File: src/rtl/spi_eng_pkg.sv
package spi_eng_pkg;

   typedef enum logic {
      ENG_IDLE = 1'b0,
      ENG_RUN  = 1'b1
   } eng_state_t;

   // status bit positions
   localparam int STB_TX_EMPTY  = 0;
   localparam int STB_TX_ROOM   = 1;
   localparam int STB_RX_AVAIL  = 2;
   localparam int STB_RX_FULL   = 3;
   localparam int STB_BUSY      = 4;
   localparam int STATUS_W      = 5;

   // shortest supported word, minus one
   localparam int MIN_LEN_M1    = 3;

endpackage

File: src/rtl/spi_eng_fifo.sv
module spi_eng_fifo #(
   parameter int WIDTH = 32,
   parameter int DEPTH = 4
) (
   input  logic                       clk,
   input  logic                       rst_n,
   input  logic                       push,
   input  logic [WIDTH-1:0]           wdata,
   input  logic                       pop,
   output logic [WIDTH-1:0]           rdata,
   output logic [$clog2(DEPTH):0]     level,
   output logic                       full,
   output logic                       empty
);
   localparam int AW = $clog2(DEPTH);
   localparam int CW = AW + 1;

   generate
      if (DEPTH < 2 || (DEPTH & (DEPTH - 1)) != 0) begin : g_bad_depth
         $error("spi_eng_fifo: DEPTH must be a power of two, at least 2");
      end
   endgenerate

   logic [WIDTH-1:0] mem [DEPTH];
   logic [AW-1:0]    wr_ptr, rd_ptr;
   logic [CW-1:0]    cnt;
   logic             do_push, do_pop;

   assign do_push = push && !full;
   assign do_pop  = pop && !empty;
   assign full    = (cnt == CW'(DEPTH));
   assign empty   = (cnt == '0);
   assign level   = cnt;
   assign rdata   = mem[rd_ptr];

   always_ff @(posedge clk or negedge rst_n) begin
      if (!rst_n) begin
         wr_ptr <= '0;
         rd_ptr <= '0;
         cnt    <= '0;
      end else begin
         if (do_push) wr_ptr <= wr_ptr + 1'b1;
         if (do_pop)  rd_ptr <= rd_ptr + 1'b1;
         if (do_push && !do_pop)      cnt <= cnt + 1'b1;
         else if (do_pop && !do_push) cnt <= cnt - 1'b1;
      end
   end

   always_ff @(posedge clk) begin
      if (do_push) mem[wr_ptr] <= wdata;
   end

   // occupancy never passes the depth, so no entry is overwritten
   a_r11_level_bound: assert property (@(posedge clk) disable iff (!rst_n)
      cnt <= CW'(DEPTH));

endmodule

File: src/rtl/spi_eng_shifter.sv
module spi_eng_shifter
   import spi_eng_pkg::*;
#(
   parameter int MAX_BITS = 32
) (
   input  logic                        clk,
   input  logic                        rst_n,
   input  logic                        tick,
   input  logic                        enable,
   input  logic                        cfg_cpol,
   input  logic                        cfg_cpha,
   input  logic                        cfg_loopback,
   input  logic [$clog2(MAX_BITS)-1:0] cfg_len_m1,
   input  logic                        tx_valid,
   input  logic [MAX_BITS-1:0]         tx_word,
   output logic                        tx_take,
   input  logic                        room_idle,
   input  logic                        room_chain,
   output logic                        rx_put,
   output logic [MAX_BITS-1:0]         rx_word,
   output logic                        sclk,
   output logic                        mosi,
   input  logic                        miso,
   output logic                        busy
);
   localparam int LW = $clog2(MAX_BITS);

   eng_state_t            state;
   logic                  lat_cpol, lat_cpha, lat_lb;
   logic [MAX_BITS-1:0]   sr, rsr, rsr_next;
   logic [LW-1:0]         idx, idx_dn, len_eff;
   logic                  lead, sclk_q, mosi_q, din;
   logic                  start_idle, last_edge, chain, load;

   assign len_eff    = (cfg_len_m1 < LW'(MIN_LEN_M1)) ? LW'(MIN_LEN_M1) : cfg_len_m1;
   assign idx_dn     = idx - 1'b1;
   assign din        = lat_lb ? mosi_q : miso;
   assign rsr_next   = {rsr[MAX_BITS-2:0], din};

   assign start_idle = tick && (state == ENG_IDLE) && enable && tx_valid && room_idle;
   assign last_edge  = tick && (state == ENG_RUN) && !lead && (idx == '0);
   assign chain      = last_edge && enable && tx_valid && room_chain;
   assign load       = start_idle || chain;

   assign tx_take    = load;
   assign rx_put     = last_edge;
   assign rx_word    = lat_cpha ? rsr_next : rsr;

   assign busy       = (state == ENG_RUN);
   assign sclk       = busy ? sclk_q : cfg_cpol;
   assign mosi       = mosi_q;

   always_ff @(posedge clk or negedge rst_n) begin
      if (!rst_n) begin
         state    <= ENG_IDLE;
         lat_cpol <= 1'b0;
         lat_cpha <= 1'b0;
         lat_lb   <= 1'b0;
         sr       <= '0;
         rsr      <= '0;
         idx      <= '0;
         lead     <= 1'b0;
         sclk_q   <= 1'b0;
         mosi_q   <= 1'b0;
      end else if (tick) begin
         if (load) begin
            state    <= ENG_RUN;
            lat_cpol <= cfg_cpol;
            lat_cpha <= cfg_cpha;
            lat_lb   <= cfg_loopback;
            sr       <= tx_word;
            rsr      <= '0;
            idx      <= len_eff;
            lead     <= 1'b1;
            sclk_q   <= cfg_cpol;
            if (!cfg_cpha) mosi_q <= tx_word[len_eff];
         end else if (state == ENG_RUN) begin
            if (lead) begin
               sclk_q <= ~lat_cpol;
               lead   <= 1'b0;
               if (!lat_cpha) rsr    <= rsr_next;
               else           mosi_q <= sr[idx];
            end else begin
               sclk_q <= lat_cpol;
               lead   <= 1'b1;
               if (lat_cpha) rsr <= rsr_next;
               if (idx != '0) begin
                  idx <= idx_dn;
                  if (!lat_cpha) mosi_q <= sr[idx_dn];
               end else begin
                  state <= ENG_IDLE;
               end
            end
         end
      end
   end

   // the serial clock register moves only on a divider tick
   a_r12_sclk_on_tick: assert property (@(posedge clk) disable iff (!rst_n)
      !tick |=> $stable(sclk_q));

   // the run state changes only on a divider tick
   a_r12_state_on_tick: assert property (@(posedge clk) disable iff (!rst_n)
      !tick |=> $stable(state));

endmodule

File: src/rtl/spi_shift_engine.sv
module spi_shift_engine
   import spi_eng_pkg::*;
#(
   parameter int MAX_BITS   = 32,
   parameter int FIFO_DEPTH = 4
) (
   input  logic                        clk,
   input  logic                        rst_n,
   input  logic                        cfg_enable,
   input  logic                        cfg_cpol,
   input  logic                        cfg_cpha,
   input  logic                        cfg_loopback,
   input  logic [$clog2(MAX_BITS)-1:0] cfg_len_m1,
   input  logic                        tx_push,
   input  logic [MAX_BITS-1:0]         tx_wdata,
   input  logic                        rx_pop,
   output logic [MAX_BITS-1:0]         rx_rdata,
   output logic [STATUS_W-1:0]         status,
   input  logic                        sclk_tick,
   output logic                        spi_sclk,
   output logic                        spi_mosi,
   input  logic                        spi_miso,
   output logic                        spi_cs_n
);
   localparam int CW = $clog2(FIFO_DEPTH) + 1;

   generate
      if (MAX_BITS != 8 && MAX_BITS != 16 && MAX_BITS != 32) begin : g_bad_width
         $error("spi_shift_engine: MAX_BITS must be 8, 16 or 32");
      end
   endgenerate

   logic [MAX_BITS-1:0] tx_head, rx_word;
   logic [CW-1:0]       tx_level, rx_level;
   logic                tx_full, tx_empty, rx_full, rx_empty;
   logic                tx_take, rx_put, busy;
   logic                room_idle, room_chain;

   spi_eng_fifo #(.WIDTH(MAX_BITS), .DEPTH(FIFO_DEPTH)) u_txq (
      .clk   (clk),
      .rst_n (rst_n),
      .push  (tx_push),
      .wdata (tx_wdata),
      .pop   (tx_take),
      .rdata (tx_head),
      .level (tx_level),
      .full  (tx_full),
      .empty (tx_empty)
   );

   spi_eng_fifo #(.WIDTH(MAX_BITS), .DEPTH(FIFO_DEPTH)) u_rxq (
      .clk   (clk),
      .rst_n (rst_n),
      .push  (rx_put),
      .wdata (rx_word),
      .pop   (rx_pop),
      .rdata (rx_rdata),
      .level (rx_level),
      .full  (rx_full),
      .empty (rx_empty)
   );

   // a chained start happens in the same cycle as the previous result push
   assign room_idle  = !rx_full;
   assign room_chain = (rx_level < CW'(FIFO_DEPTH - 1));

   spi_eng_shifter #(.MAX_BITS(MAX_BITS)) u_shift (
      .clk          (clk),
      .rst_n        (rst_n),
      .tick         (sclk_tick),
      .enable       (cfg_enable),
      .cfg_cpol     (cfg_cpol),
      .cfg_cpha     (cfg_cpha),
      .cfg_loopback (cfg_loopback),
      .cfg_len_m1   (cfg_len_m1),
      .tx_valid     (!tx_empty),
      .tx_word      (tx_head),
      .tx_take      (tx_take),
      .room_idle    (room_idle),
      .room_chain   (room_chain),
      .rx_put       (rx_put),
      .rx_word      (rx_word),
      .sclk         (spi_sclk),
      .mosi         (spi_mosi),
      .miso         (spi_miso),
      .busy         (busy)
   );

   assign spi_cs_n = ~busy;

   always_comb begin
      status               = '0;
      status[STB_TX_EMPTY] = tx_empty;
      status[STB_TX_ROOM]  = !tx_full;
      status[STB_RX_AVAIL] = !rx_empty;
      status[STB_RX_FULL]  = rx_full;
      status[STB_BUSY]     = busy;
   end

   // a result is never offered to a full receive FIFO
   a_r11_no_rx_overflow: assert property (@(posedge clk) disable iff (!rst_n)
      rx_put |-> !rx_full);

   // a word is only taken when the transmit FIFO holds one
   a_r5_take_valid: assert property (@(posedge clk) disable iff (!rst_n)
      tx_take |-> !tx_empty);

   // chip select only falls when the enable was high
   a_r9_start_enabled: assert property (@(posedge clk) disable iff (!rst_n)
      $fell(spi_cs_n) |-> $past(cfg_enable));

   // a new select window begins only with data waiting
   a_r7_start_has_data: assert property (@(posedge clk) disable iff (!rst_n)
      $fell(spi_cs_n) |-> $past(!tx_empty));

endmodule

File: config.mk
export PLATFORM = sky130hd
export DESIGN_NAME = spi_shift_engine
export DESIGN_NICKNAME = d
export VERILOG_FILES = /design/src/rtl/spi_eng_pkg.sv /design/src/rtl/spi_eng_fifo.sv /design/src/rtl/spi_eng_shifter.sv /design/src/rtl/spi_shift_engine.sv
export SDC_FILE = /design/constraint.sdc
export NUM_CORES = 1
export LEC_CHECK = 0
export BUFFER_PORTS_ARGS = -buffer_cell sky130_fd_sc_hd__buf_4
export CORE_ASPECT_RATIO = 0.8
export CORE_MARGIN = 2
export CORE_UTILIZATION = 65
export DETAILED_ROUTE_END_ITERATION = 16
export GPL_TIMING_DRIVEN = 0
export PLACE_DENSITY = 0.81
export SLEW_MARGIN = 20
export SYNTH_ARGS = -nofsm -noshare
export SYNTH_HDL_FRONTEND = slang
export SYNTH_HIERARCHICAL = 1
export SYNTH_SLANG_ARGS = --single-unit
File: constraint.sdc
create_clock -name clk -period 10.7 [get_ports clk]
set_input_delay 2.14 -clock clk [delete_from_list [all_inputs] [get_ports clk]]
set_output_delay 2.14 -clock clk [all_outputs]
set_load 0.01 [all_outputs]
After elaboration in Yosys (flattened, before gate mapping)
Memories as Yosys holds them, arrays and structs flattened.
Cells that the tools add are included.
- memories kept: 2
- output and inout port bits: 40
- memory bits (writable): 256
- input bits: 47
- logic and storage cells: 126
- register bits: 90
- reduce and logical (&&, ||, !) cells: 42
- equality and inequality tests: 7
- bitwise logic cells: 2
- mux-type cells: 43
- $add $sub $neg: 9
- magnitude comparators: 5
- memory list (memory ; words ; bits a word ; rd ports ; clocked after Yosys merged registers in ; wr ports ; RTL line ; text):
    u_rxq.mem ; 4 ; 32 ; 1 ; 0 ; 1 ; spi_eng_fifo.sv:24 ; logic [WIDTH-1:0] mem [DEPTH];
    u_txq.mem ; 4 ; 32 ; 1 ; 0 ; 1 ; spi_eng_fifo.sv:24 ;
- operators with widths (cell ; number):
    $mux 32 ; 5
    $mux 1 ; 26
    $mux 5 ; 5
    $logic_and 1x1->1 ; 18
    $lt 5x6->1 const B ; 3
    $bmux 1 s5 ; 3
    $mux 3 ; 4
    $logic_not 1->1 ; 9
    $add 2x1->2 const B ; 4
    $reduce_bool 2->1 ; 4
    $add 3x1->3 const B ; 2
    $eq 3x3->1 const B ; 2
    $logic_not 3->1 ; 2
    $ne 3x3->1 const B ; 2
    $reduce_and 6->1 ; 1
    $sub 3x1->3 const B ; 2
    $logic_not 5->1 ; 1
    $lt 5x2->1 const B ; 1
    $reduce_bool 5->1 ; 1
    $sub 5x1->5 const B ; 1
    $ne 2x2->1 const B ; 2
    $reduce_and 2->1 ; 2
    $reduce_and 4->1 ; 1
    $lt 3x2->1 const B ; 1
    other kinds (5) ; 6

Depth between registers and ports, before layout
Gate-level depths: netlist of the first run.
- depth in word-level cells: 11
- mapped depth: 18
- gate-level depth less buffers: 13

Modules after synthesis
The synthesis of the first run kept the hierarchy.
- by module, submodules not included (module ; area an instance (µm²) ; cells each ; seq. area each (µm²) ; instances):
    spi_eng_fifo (u_txq) ; 5094.9 ; 204 ; 4018.9 ; 1
    spi_eng_fifo (u_rxq) ; 5061.1 ; 205 ; 4018.9 ; 1
    spi_eng_shifter ; 4474.3 ; 490 ; 1901.8 ; 1
    spi_shift_engine ; 50.0 ; 9 ; 0.0 ; 1

Least setup slack after synthesis of the first run
No wires, ideal clock.
- path type: input port to output port
- start point: input cfg_cpol
- end point: output spi_sclk
- required time: 8.560 ns
- setup slack: 6.148 ns
- arrival: 2.412 ns
- stages on the path: 1
- buffers on the path: 0
- cell sequence: mux2_2
- word-level cells in the longest chain between the ends: 1
- ends and longest elaborated chain (element ; RTL line ; text):
    start: declaration ; spi_shift_engine.sv:10 ; input logic cfg_cpol,
    $mux 1 ; spi_eng_shifter.sv:50 ; assign sclk = busy ? sclk_q : cfg_cpol;
    end: declaration ; spi_shift_engine.sv:20 ; output logic spi_sclk,
Every way passes these cells.

Worst setup path after layout of the first run
Ends and elaborated chain as after synthesis.

==> flow_results.org, run 1 <==
** Power
- Peak ir drop on the vdd network :: 170 uV
- Leak pwr :: 6.24 nW
- Power spread over the standard cell area amounts to 270 nW/um^2.
- Overall power consumption after layout is estimated at 4.59 mW.

** Yosys
- Xor-xnor portion of the synthesized cell area :: 1.31%
- Sequential cells were found to cover 67.7% of the synthesized design area.
- Counting distinct cell types in the post-synthesis netlist gives 53.
- Netlist Area Pre-Place :: 14700 um^2
- Avg Cell Area, Syn :: 16.2 um^2
- Primary flip-flop cell chosen by synthesis mapping :: sky130_fd_sc_hd__edfxtp_1
- Multiplexer share of the synthesized area :: 16.3%
- Number of flip-flops and latches in the synthesized netlist :: 346
- For this run, asynchronously set or reset flops after synthesis account for 26.0%.
- The synthesized netlist devotes 3.03% of its cell area to compound gates.
- By area, the combinational part of the netlist is dominated by multiplexers.
- The synthesized netlist devotes 7.29% of its cell area to simple gates.
- Number of standard cells after synthesis :: 908
- Fraction of the mapped netlist area in adder cells :: 1.30%
- For this run, the number of Yosys warnings is 6.
- Count of flip-flops with a built-in enable after synthesis :: 256
- The number of nets handed over by synthesis was 969.

** STA
- For the pin with the worst max-slew slack, the measured transition is 0.902 ns.
- Derived from the worst setup path, the maximum achievable clock frequency is 209 MHz.
- Final clock skew :: 0.0135 ns
- After layout, the minimum clock period comes to 4.79 ns.
- Smallest setup slack after layout :: 5.91 ns
- The tightest hold path in the finished design has a slack of 0.509 ns.
- Slew headroom :: 39.9%
- Share of the clock period used by the worst path after layout :: 44.8%
- Setup repair after global routing left no endpoint under its margin.
- The number of hold violations in the final report is 0.
- Final Slew Violations :: 0
- Setup total negative slack on the finished layout was measured at 0 ns.
- Setup violation total in the final timing report :: 0

** Drt
- Remaining number of nets flagged by the antenna check after routing :: 0
- Number of DRC violations after detailed routing :: 0
- After detailed routing, the number of vias per cell comes to 6.15.
- Wirelength, routed :: 31400 um
- In the final routed layout, each cell accounts on average for 23.0 um.
- Iter 0 DRT Violations :: 771
- Before antenna repair, the detailed router went through 5 iterations.
- Via Count :: 8402

** Critical path
- Maximum net fanout on the critical path :: 2
- The worst setup path is of the in2out kind.
- Delay of the slowest cell on the worst path :: 0.26 ns
- Sort of element at the end of the critical path :: output port
- For the worst setup path, the data required time is 8.56 ns.
- Endpoint arrival time on the critical path :: 2.65 ns
- Cell with the largest stage delay on the worst path :: sky130_fd_sc_hd__mux2_2
- Counting stages on the worst path, the most repeated cell is sky130_fd_sc_hd__buf_4.
- STA classifies the critical path startpoint as an input pin.
- Cells traversed along the worst timing path :: buf_4 -> mux2_2 -> buf_4

** Min path
- Path class of the lowest-slack min-delay path :: reg2reg

** Flow run
- Number of max-cap violations :: 0

** Place
- Summing all placed instances gives a cell area of 15900 um^2.
- Worst setup slack after placement :: 5.91 ns
- DP Wirelength :: 20100 um
- Port buffering added 84 buffers.
- Once placement completed, the tool counted placed cells totaling 1306.
- Final weighted congestion in routability-driven placement :: 0.857

** Clock tree
- Clk sink count :: 346
- Hold repair after CTS inserted 0 buffers.
- The H-tree was split into 2 levels.
- Clock-pin slew was measured on the worst setup and hold paths at 0.07 ns.
- For the worst-skew pair, the clock arrives at the later sink with an insertion delay of 0.52 ns.
- Number of buffers created by CTS :: 34
- Once the clock tree was built, the resizer swapped 0 gates to a different size.
- CTS placed an instance of sky130_fd_sc_hd__clkbuf_16 at the clock tree root.
- Post-CTS setup-driven buffer insertion count :: 0
- Maximum root-to-sink buffer count :: 3
- TritonCTS built the clock tree.

** Status
- Outcome :: complete, no violations

** Layout
- Final net count :: 1097
- Fraction of layout cells with a size suffix above 1 :: 29.1%
- Measured on the finished design, the core utilization comes to 76.2%.
- Number of fillers in the final layout :: 1276
- After the flow finishes, the layout carries non-filler instances totaling 1367.
- The number of antenna diodes in the final layout is 0.
- Synth-to-Final Area Change :: 15.9%
- The finished cells cover 17000 um^2.

** Floorplanning
- The floorplan has 49 rows.
- Floorplan Core Area :: 22300 um^2
- The die is 172 um wide.
- Die Ht :: 138 um
- The floorplan step defined a die boundary enclosing 23800 um^2.
- I/O pin total :: 87
- Effective utilization at floorplan :: 65.8%

** GRT
- Total routing resource utilization after global routing :: 27.8%
- Number of antenna violations at the first check in global routing :: 1
- Summed over all layers, the global routing overflow is 0.
- Wire length of the first global-routing pass :: 49500 um
- Maximum number of pins on one net before global-route repair :: 91
- The number of global-route vias before repair is 8578.
==> Yosys cell counts, drive strengths merged, types with 2 or more instances <==
cell type / n / area, um^2
dfrtp: 90 / 2250
nor3: 7 / 35.0
inv: 20 / 75.1
ha: 12 / 150
mux2: 38 / 435
mux2i: 5 / 50.1
o31a: 2 / 17.5
a211oi: 4 / 30.0
nand2: 183 / 687
nand3: 11 / 55.1
or3: 2 / 12.5
nand2b: 3 / 18.8
nor4: 2 / 12.5
nor2: 17 / 63.8
and2: 8 / 50.1
o21ai: 10 / 50.1
o311ai: 2 / 17.5
a41oi: 3 / 33.8
a21oi: 40 / 204
nor3b: 6 / 61.3
xor2: 12 / 105
clkbuf: 25 / 93.8
edfxtp: 256 / 7690
mux4: 84 / 1910
buf: 33 / 282
fa: 2 / 40.0
xnor2: 10 / 87.6
o211ai: 2 / 15.0
nor2b: 6 / 37.5
==> state kept, by name, indices dropped and copies added, names as in the netlist <==
| name | flops |
|---|---|
| u_shift/rsr | 32 |
| u_rxq/wr_ptr | 2 |
| u_txq/rd_ptr | 2 |
| u_shift/lat_cpol | 1 |
| u_rxq/level | 3 |
| u_shift/sr | 32 |
| u_txq/mem | 128 |
| u_shift/lat_cpha | 1 |
| u_shift/idx | 5 |
| u_shift/busy | 1 |
| u_shift/lead | 1 |
| u_rxq/rd_ptr | 2 |
| u_shift/lat_lb | 1 |
| u_txq/wr_ptr | 2 |
| u_rxq/mem | 128 |
| u_txq/level | 3 |
| u_shift/mosi | 1 |
| u_shift/sclk_q | 1 |
==> layout make-up <==
cell class | count | area [um^2] | area share (%)
sequential | 346 | 9940 | 58.4
multi-input combinational | 484 | 4310 | 25.3
clock inverter | 19 | 189 | 1.11
tap | 306 | 383 | 2.25
clock buffer | 42 | 921 | 5.41
buffer | 58 | 375 | 2.21
timing repair buffer | 92 | 825 | 4.85
inverter | 20 | 75.1 | 0.441
==> placed cells by master (no fill, tap or decap), types with 3 or more instances in the layout <==
cell type / netlist / routed
sky130_fd_sc_hd__a211oi_1: 4 / 4
sky130_fd_sc_hd__a21oi_1: 39 / 39
sky130_fd_sc_hd__and2_2: 0 / 7
sky130_fd_sc_hd__buf_12: 3 / 7
sky130_fd_sc_hd__buf_16: 0 / 4
sky130_fd_sc_hd__buf_2: 12 / 12
sky130_fd_sc_hd__buf_4: 7 / 90
sky130_fd_sc_hd__buf_6: 9 / 10
sky130_fd_sc_hd__bufinv_16: 0 / 3
sky130_fd_sc_hd__clkbuf_1: 25 / 29
sky130_fd_sc_hd__clkbuf_16: 0 / 34
sky130_fd_sc_hd__clkbuf_8: 0 / 4
sky130_fd_sc_hd__clkinv_1: 0 / 4
sky130_fd_sc_hd__clkinv_2: 0 / 7
sky130_fd_sc_hd__dfrtp_1: 90 / 90
sky130_fd_sc_hd__edfxtp_1: 256 / 256
sky130_fd_sc_hd__ha_1: 12 / 12
sky130_fd_sc_hd__inv_1: 19 / 19
sky130_fd_sc_hd__mux2_2: 36 / 36
sky130_fd_sc_hd__mux2i_1: 5 / 5
sky130_fd_sc_hd__mux4_1: 4 / 4
sky130_fd_sc_hd__mux4_2: 80 / 80
sky130_fd_sc_hd__nand2_1: 183 / 183
sky130_fd_sc_hd__nand2b_1: 3 / 3
sky130_fd_sc_hd__nand3_1: 11 / 11
sky130_fd_sc_hd__nor2_1: 17 / 16
sky130_fd_sc_hd__nor2b_1: 6 / 6
sky130_fd_sc_hd__nor3_1: 7 / 7
sky130_fd_sc_hd__nor3b_1: 4 / 4
sky130_fd_sc_hd__o21ai_0: 10 / 10
sky130_fd_sc_hd__xnor2_1: 10 / 10
sky130_fd_sc_hd__xor2_1: 12 / 12
==> power breakdown <==
part           internal (mW)  switching (mW)
logic                  0.737           0.812
clock network          0.689           0.501
registers               1.71           0.144
total                   3.13            1.46
==> path summary, 6_finish.rpt <==
check	slack, ns	endpoint	cells after the start	from
max in group asynchronous	8.36	u_txq/wr_ptr[0]	1	rst_n
hold / removal	0.51	u_shift/sr[21]	2	u_shift/sr[21]
hold reg to reg	0.51	u_shift/sr[21]	2	u_shift/sr[21]
setup / recovery	5.91	spi_sclk	3	cfg_cpol
min in group asynchronous	1.72	u_shift/sr[24]	1	rst_n
setup reg to reg	6.34	u_txq/level[1]	16	u_shift/idx[0]
==> critical path, delay by kind of cell <==
kind | cells | cell delay, ns
mux | 1 | 0.26
buf+inv | 2 | 0.26
==> kinds of logic after synthesis <==
group / after synthesis
compound gates: 72
xor+xnor: 22
fa+ha+maj: 14
buf+inv: 78
flops: 346
mux: 127
simple gates: 249
==> per-layer routing <==
layer | part of all wire (%) | GRT usage [%] | vias to the layer above
met5 | 0 | 0 | -
met4 | 2.0 | 7.34 | 0
met3 | 7.2 | 4.70 | 52
met2 | 48 | 42.6 | 410
met1 | 43 | 42.9 | 4285
li1 | - | - | 3655
Power figures use the tool's default switching activity.
==> run 2: changes to the inputs <==
--- a/config.mk
+++ b/config.mk
@@ -8,10 +8,10 @@
 export BUFFER_PORTS_ARGS = -buffer_cell sky130_fd_sc_hd__buf_4
 export CORE_ASPECT_RATIO = 0.8
 export CORE_MARGIN = 2
-export CORE_UTILIZATION = 65
+export CORE_UTILIZATION = 55
 export DETAILED_ROUTE_END_ITERATION = 16
 export GPL_TIMING_DRIVEN = 0
-export PLACE_DENSITY = 0.81
+export PLACE_DENSITY = 0.73
 export SLEW_MARGIN = 20
 export SYNTH_ARGS = -nofsm -noshare
 export SYNTH_HDL_FRONTEND = slang
==> constraint.sdc (replaced) <==
create_clock -name clk -period 3.9 [get_ports clk]
set_input_delay 0.78 -clock clk [delete_from_list [all_inputs] [get_ports clk]]
set_output_delay 0.78 -clock clk [all_outputs]
set_load 0.01 [all_outputs]
==> flow_results.org, run 2 (same netlist as run 1, synthesis figures left out) <==
** Clock tree
- The post-CTS clock slew at the launch and capture registers of the worst setup and hold paths was 0.06 ns (about the same).
- Post-CTS setup-driven buffer insertion count :: 0 (unchanged)
- H-tree depth :: 2 (unchanged)
- Clk sink count :: 346 (unchanged)
- The number of buffers created by CTS is 35 (+2.9%).
- The clock insertion delay at the later pin of the skew report is 0.53 ns (about the same).
- The tree is rooted in a sky130_fd_sc_hd__clkbuf_16.
- Maximum root-to-sink buffer count :: 3 (unchanged)
- TritonCTS clock tree :: built

** Critical path
- Maximum net fanout on the critical path :: 20 (+18)
- The worst register-to-register path ends at u_txq/level[1].
- The worst setup path is launched from a flip-flop.
- The worst register-to-register path begins at u_shift/idx[1].
- The number of cells traversed by the worst register-to-register path was 14 (-2).
- The critical path data required time was 4.29 ns (-4.27 ns).
- Endpoint arrival time on the critical path :: 4.07 ns (+1.42 ns)
- STA classifies the critical path endpoint as a flip-flop.
- The worst setup path is of the reg2reg kind.
- The register-to-register path setup slack is 0.23 ns (-6.11 ns).

** STA
- The aggregate negative setup slack is 0 ns (unchanged).
- Setup violation total in the final timing report :: 0 (unchanged)
- Time the final worst path needs with I/O delays and setup :: 3.67 ns
- The pin slew with the least headroom to its limit came to 0.916 ns (+0.0138 ns).
- Final clock skew :: 0.0217 ns (+0.00814 ns)
- Share of the clock period used by the worst path after layout :: 94.1%
- The number of hold violations in the final report came to 0 (unchanged).
- The headroom to the max-slew limit came to 38.8% (-1.1 points).
- Final Slew Violations :: 0 (unchanged)
- Derived from the worst setup path, the maximum achievable clock frequency is 272 MHz.
- Setup repair after global routing left no endpoint under its margin.

** GRT
- The maximum number of pins on one net before global-route repair is 91 (unchanged).
- The number of global-route vias before repair came to 8076 (-5.9%).
- The first-pass GRT wire length came to 46700 um (-5.6%).
- Total routing resource utilization after global routing :: 21.8% (-6.1 points)
- The initial antenna violation count is 0 (-1).
- The global-route congestion overflow total was 0 (unchanged).

** Drt
- Wirelength, routed :: 29500 um (-6.3%)
- Vias per std cell :: 5.72 (-6.9%)
- The number of search-and-repair iterations in the first detailed-routing pass was 5 (unchanged).
- Iter 0 DRT Violations :: 790 (+2.5%)
- Remaining number of nets flagged by the antenna check after routing :: 0 (unchanged)
- The via count of the routed design came to 8117 (-3.4%).
- Average routed wire per standard cell :: 20.8 um (-9.7%)
- The number of design rule violations left after detail routing is 0 (unchanged).

** Floorplanning
- The count of standard-cell rows is 53 (+8.2%).
- I/O pin total :: 87 (unchanged)
- Floorplan Core Area :: 26300 um^2 (+18%)
- The die height was 150 um (+8.5%).
- Die X-Extent :: 187 um (+8.5%)
- The die outline area is 28000 um^2 (+18%).
- The initial standard-cell utilization of the core was 55.9% (-9.9 points).

** Layout
- The total area of multi-input combinational cells came to 4310 um^2 (unchanged).
- The antenna diode instance count is 0 (unchanged).
- Post-route cell area :: 17100 um^2 (+0.47%)
- The largest registers in the layout are u_rxq/mem: 128 flops, u_txq/mem: 128 flops.
- The layout cell share with drive strength beyond 1 was 29.2% (+0.067 points).
- Synth-to-Final Area Change :: 16.4%
- The flip-flop and latch area was 9940 um^2 (unchanged).
- The top cell types in the final layout, fill and taps aside, are 256 x sky130_fd_sc_hd__edfxtp_1, 183 x sky130_fd_sc_hd__nand2_1, 90 x sky130_fd_sc_hd__dfrtp_1.
- Number of fillers in the final layout :: 1892 (+48%)
- Leaving out fill and tap cells, the most frequent cell in the layout is sky130_fd_sc_hd__edfxtp_1.
- The number of cells in the finished layout apart from fillers came to 1419 (+3.8%).
- Final net count :: 1096 (-0.091%)
- The final cell utilization of the core is 65.1% (-11 points).

** Min path
- The path class of the tightest hold or removal check is in2async.

** Place
- The post-place instance area came to 16000 um^2 (+0.35%).
- Final weighted congestion in routability-driven placement :: 0.843 (-1.6%)
- Quantity of I/O buffers inserted on ports :: 84 (unchanged)
- Cell count after placement :: 1357 (+3.9%)
- DP Wirelength :: 19900 um (-0.56%)

** Power
- The maximum vdd drop came to 441 uV (+160%).
- Total power consumption of the routed design :: 12.5 mW (+170%)
- The cell leakage power was 6.26 nW (+0.37%).
- Power per standard cell area :: 734 nW/um^2 (+170%)

** Status
- The run finished with clean final reports.

** Flow run
- The number of max-capacitance violations reported is 0 (unchanged).
-- run 2: critical path: stages (launching register included) --
cell	delay (ns)
sky130_fd_sc_hd__dfrtp_1	0.44
sky130_fd_sc_hd__buf_2	0.25
sky130_fd_sc_hd__inv_1	0.12
sky130_fd_sc_hd__ha_1	0.13
sky130_fd_sc_hd__or4b_4	0.49
sky130_fd_sc_hd__o31a_1	0.29
sky130_fd_sc_hd__or2_0	0.22
sky130_fd_sc_hd__buf_6	0.15
sky130_fd_sc_hd__inv_2	0.09
sky130_fd_sc_hd__buf_6	0.23
sky130_fd_sc_hd__nand2_1	0.15
sky130_fd_sc_hd__ha_1	0.24
sky130_fd_sc_hd__inv_1	0.07
sky130_fd_sc_hd__fa_1	0.40
sky130_fd_sc_hd__mux2_2	0.26
-- run 2: how the worst max path moves through the flow --
stage	startpoint	to	cells after the start	slack (ns)
6_report	u_shift/idx[1]	u_txq/level[1]	14	0.23
3_5_place_dp	u_shift/idx[0]	u_txq/level[1]	16	-0.38
4_1_cts	u_shift/idx[0]	u_txq/level[1]	14	0.08
3_3_place_gp	u_shift/idx[0]	u_rxq/mem[3][9]	8	-1.14
5_1_grt	u_shift/idx[1]	u_txq/level[1]	14	0.02
2_1_floorplan	u_shift/idx[0]	u_txq/level[1]	16	0.23
-- run 2: per-layer routing --
layer | wire length (um) | global-route usage [%] | vias to the layer above
met2 | 13500 | 32.8 | 263
met5 | 0 | 0 | -
met3 | 1970 | 3.89 | 31
met4 | 332 | 4.68 | 0
met1 | 13600 | 33.7 | 4155
li1 | - | - | 3668
-- run 2: layout make-up --
class,count,area share (%)
Sequential cell,346,58.1
Multi-Input combinational cell,484,25.2
Clock buffer,41,5.37
Timing Repair Buffer,92,4.78
Tap cell,357,2.61
Buffer,56,2.17
Clock inverter,23,1.29
Inverter,20,0.439
-- run 2: per-stage QoR --
stage | setup slack [ns] | hold slack [ns]
2_1_floorplan | 0.232 | 0.445
3_3_place_gp | -1.14 | 0.460
3_5_place_dp | -0.379 | 0.473
4_1_cts | 0.0763 | 0.378
5_1_grt | 0.0197 | 0.424
6_report | 0.229 | 0.347
-- run 2: power by group --
group / internal, mW / leakage, nW / total (mW) / switching (mW)
clock: 1.91 / 0.569 / 3.27 / 1.36
sequential: 4.69 / 3.38 / 5.06 / 0.377
combinational: 2.03 / 2.31 / 4.22 / 2.19
-- run 2: repair_timing --
item                                    CTS  global route
resized for setup                         0             2
cloned                                    0             0
endpoints found under the hold margin     0             0
endpoints found under the setup margin    2             2
hold buffers                              0             0
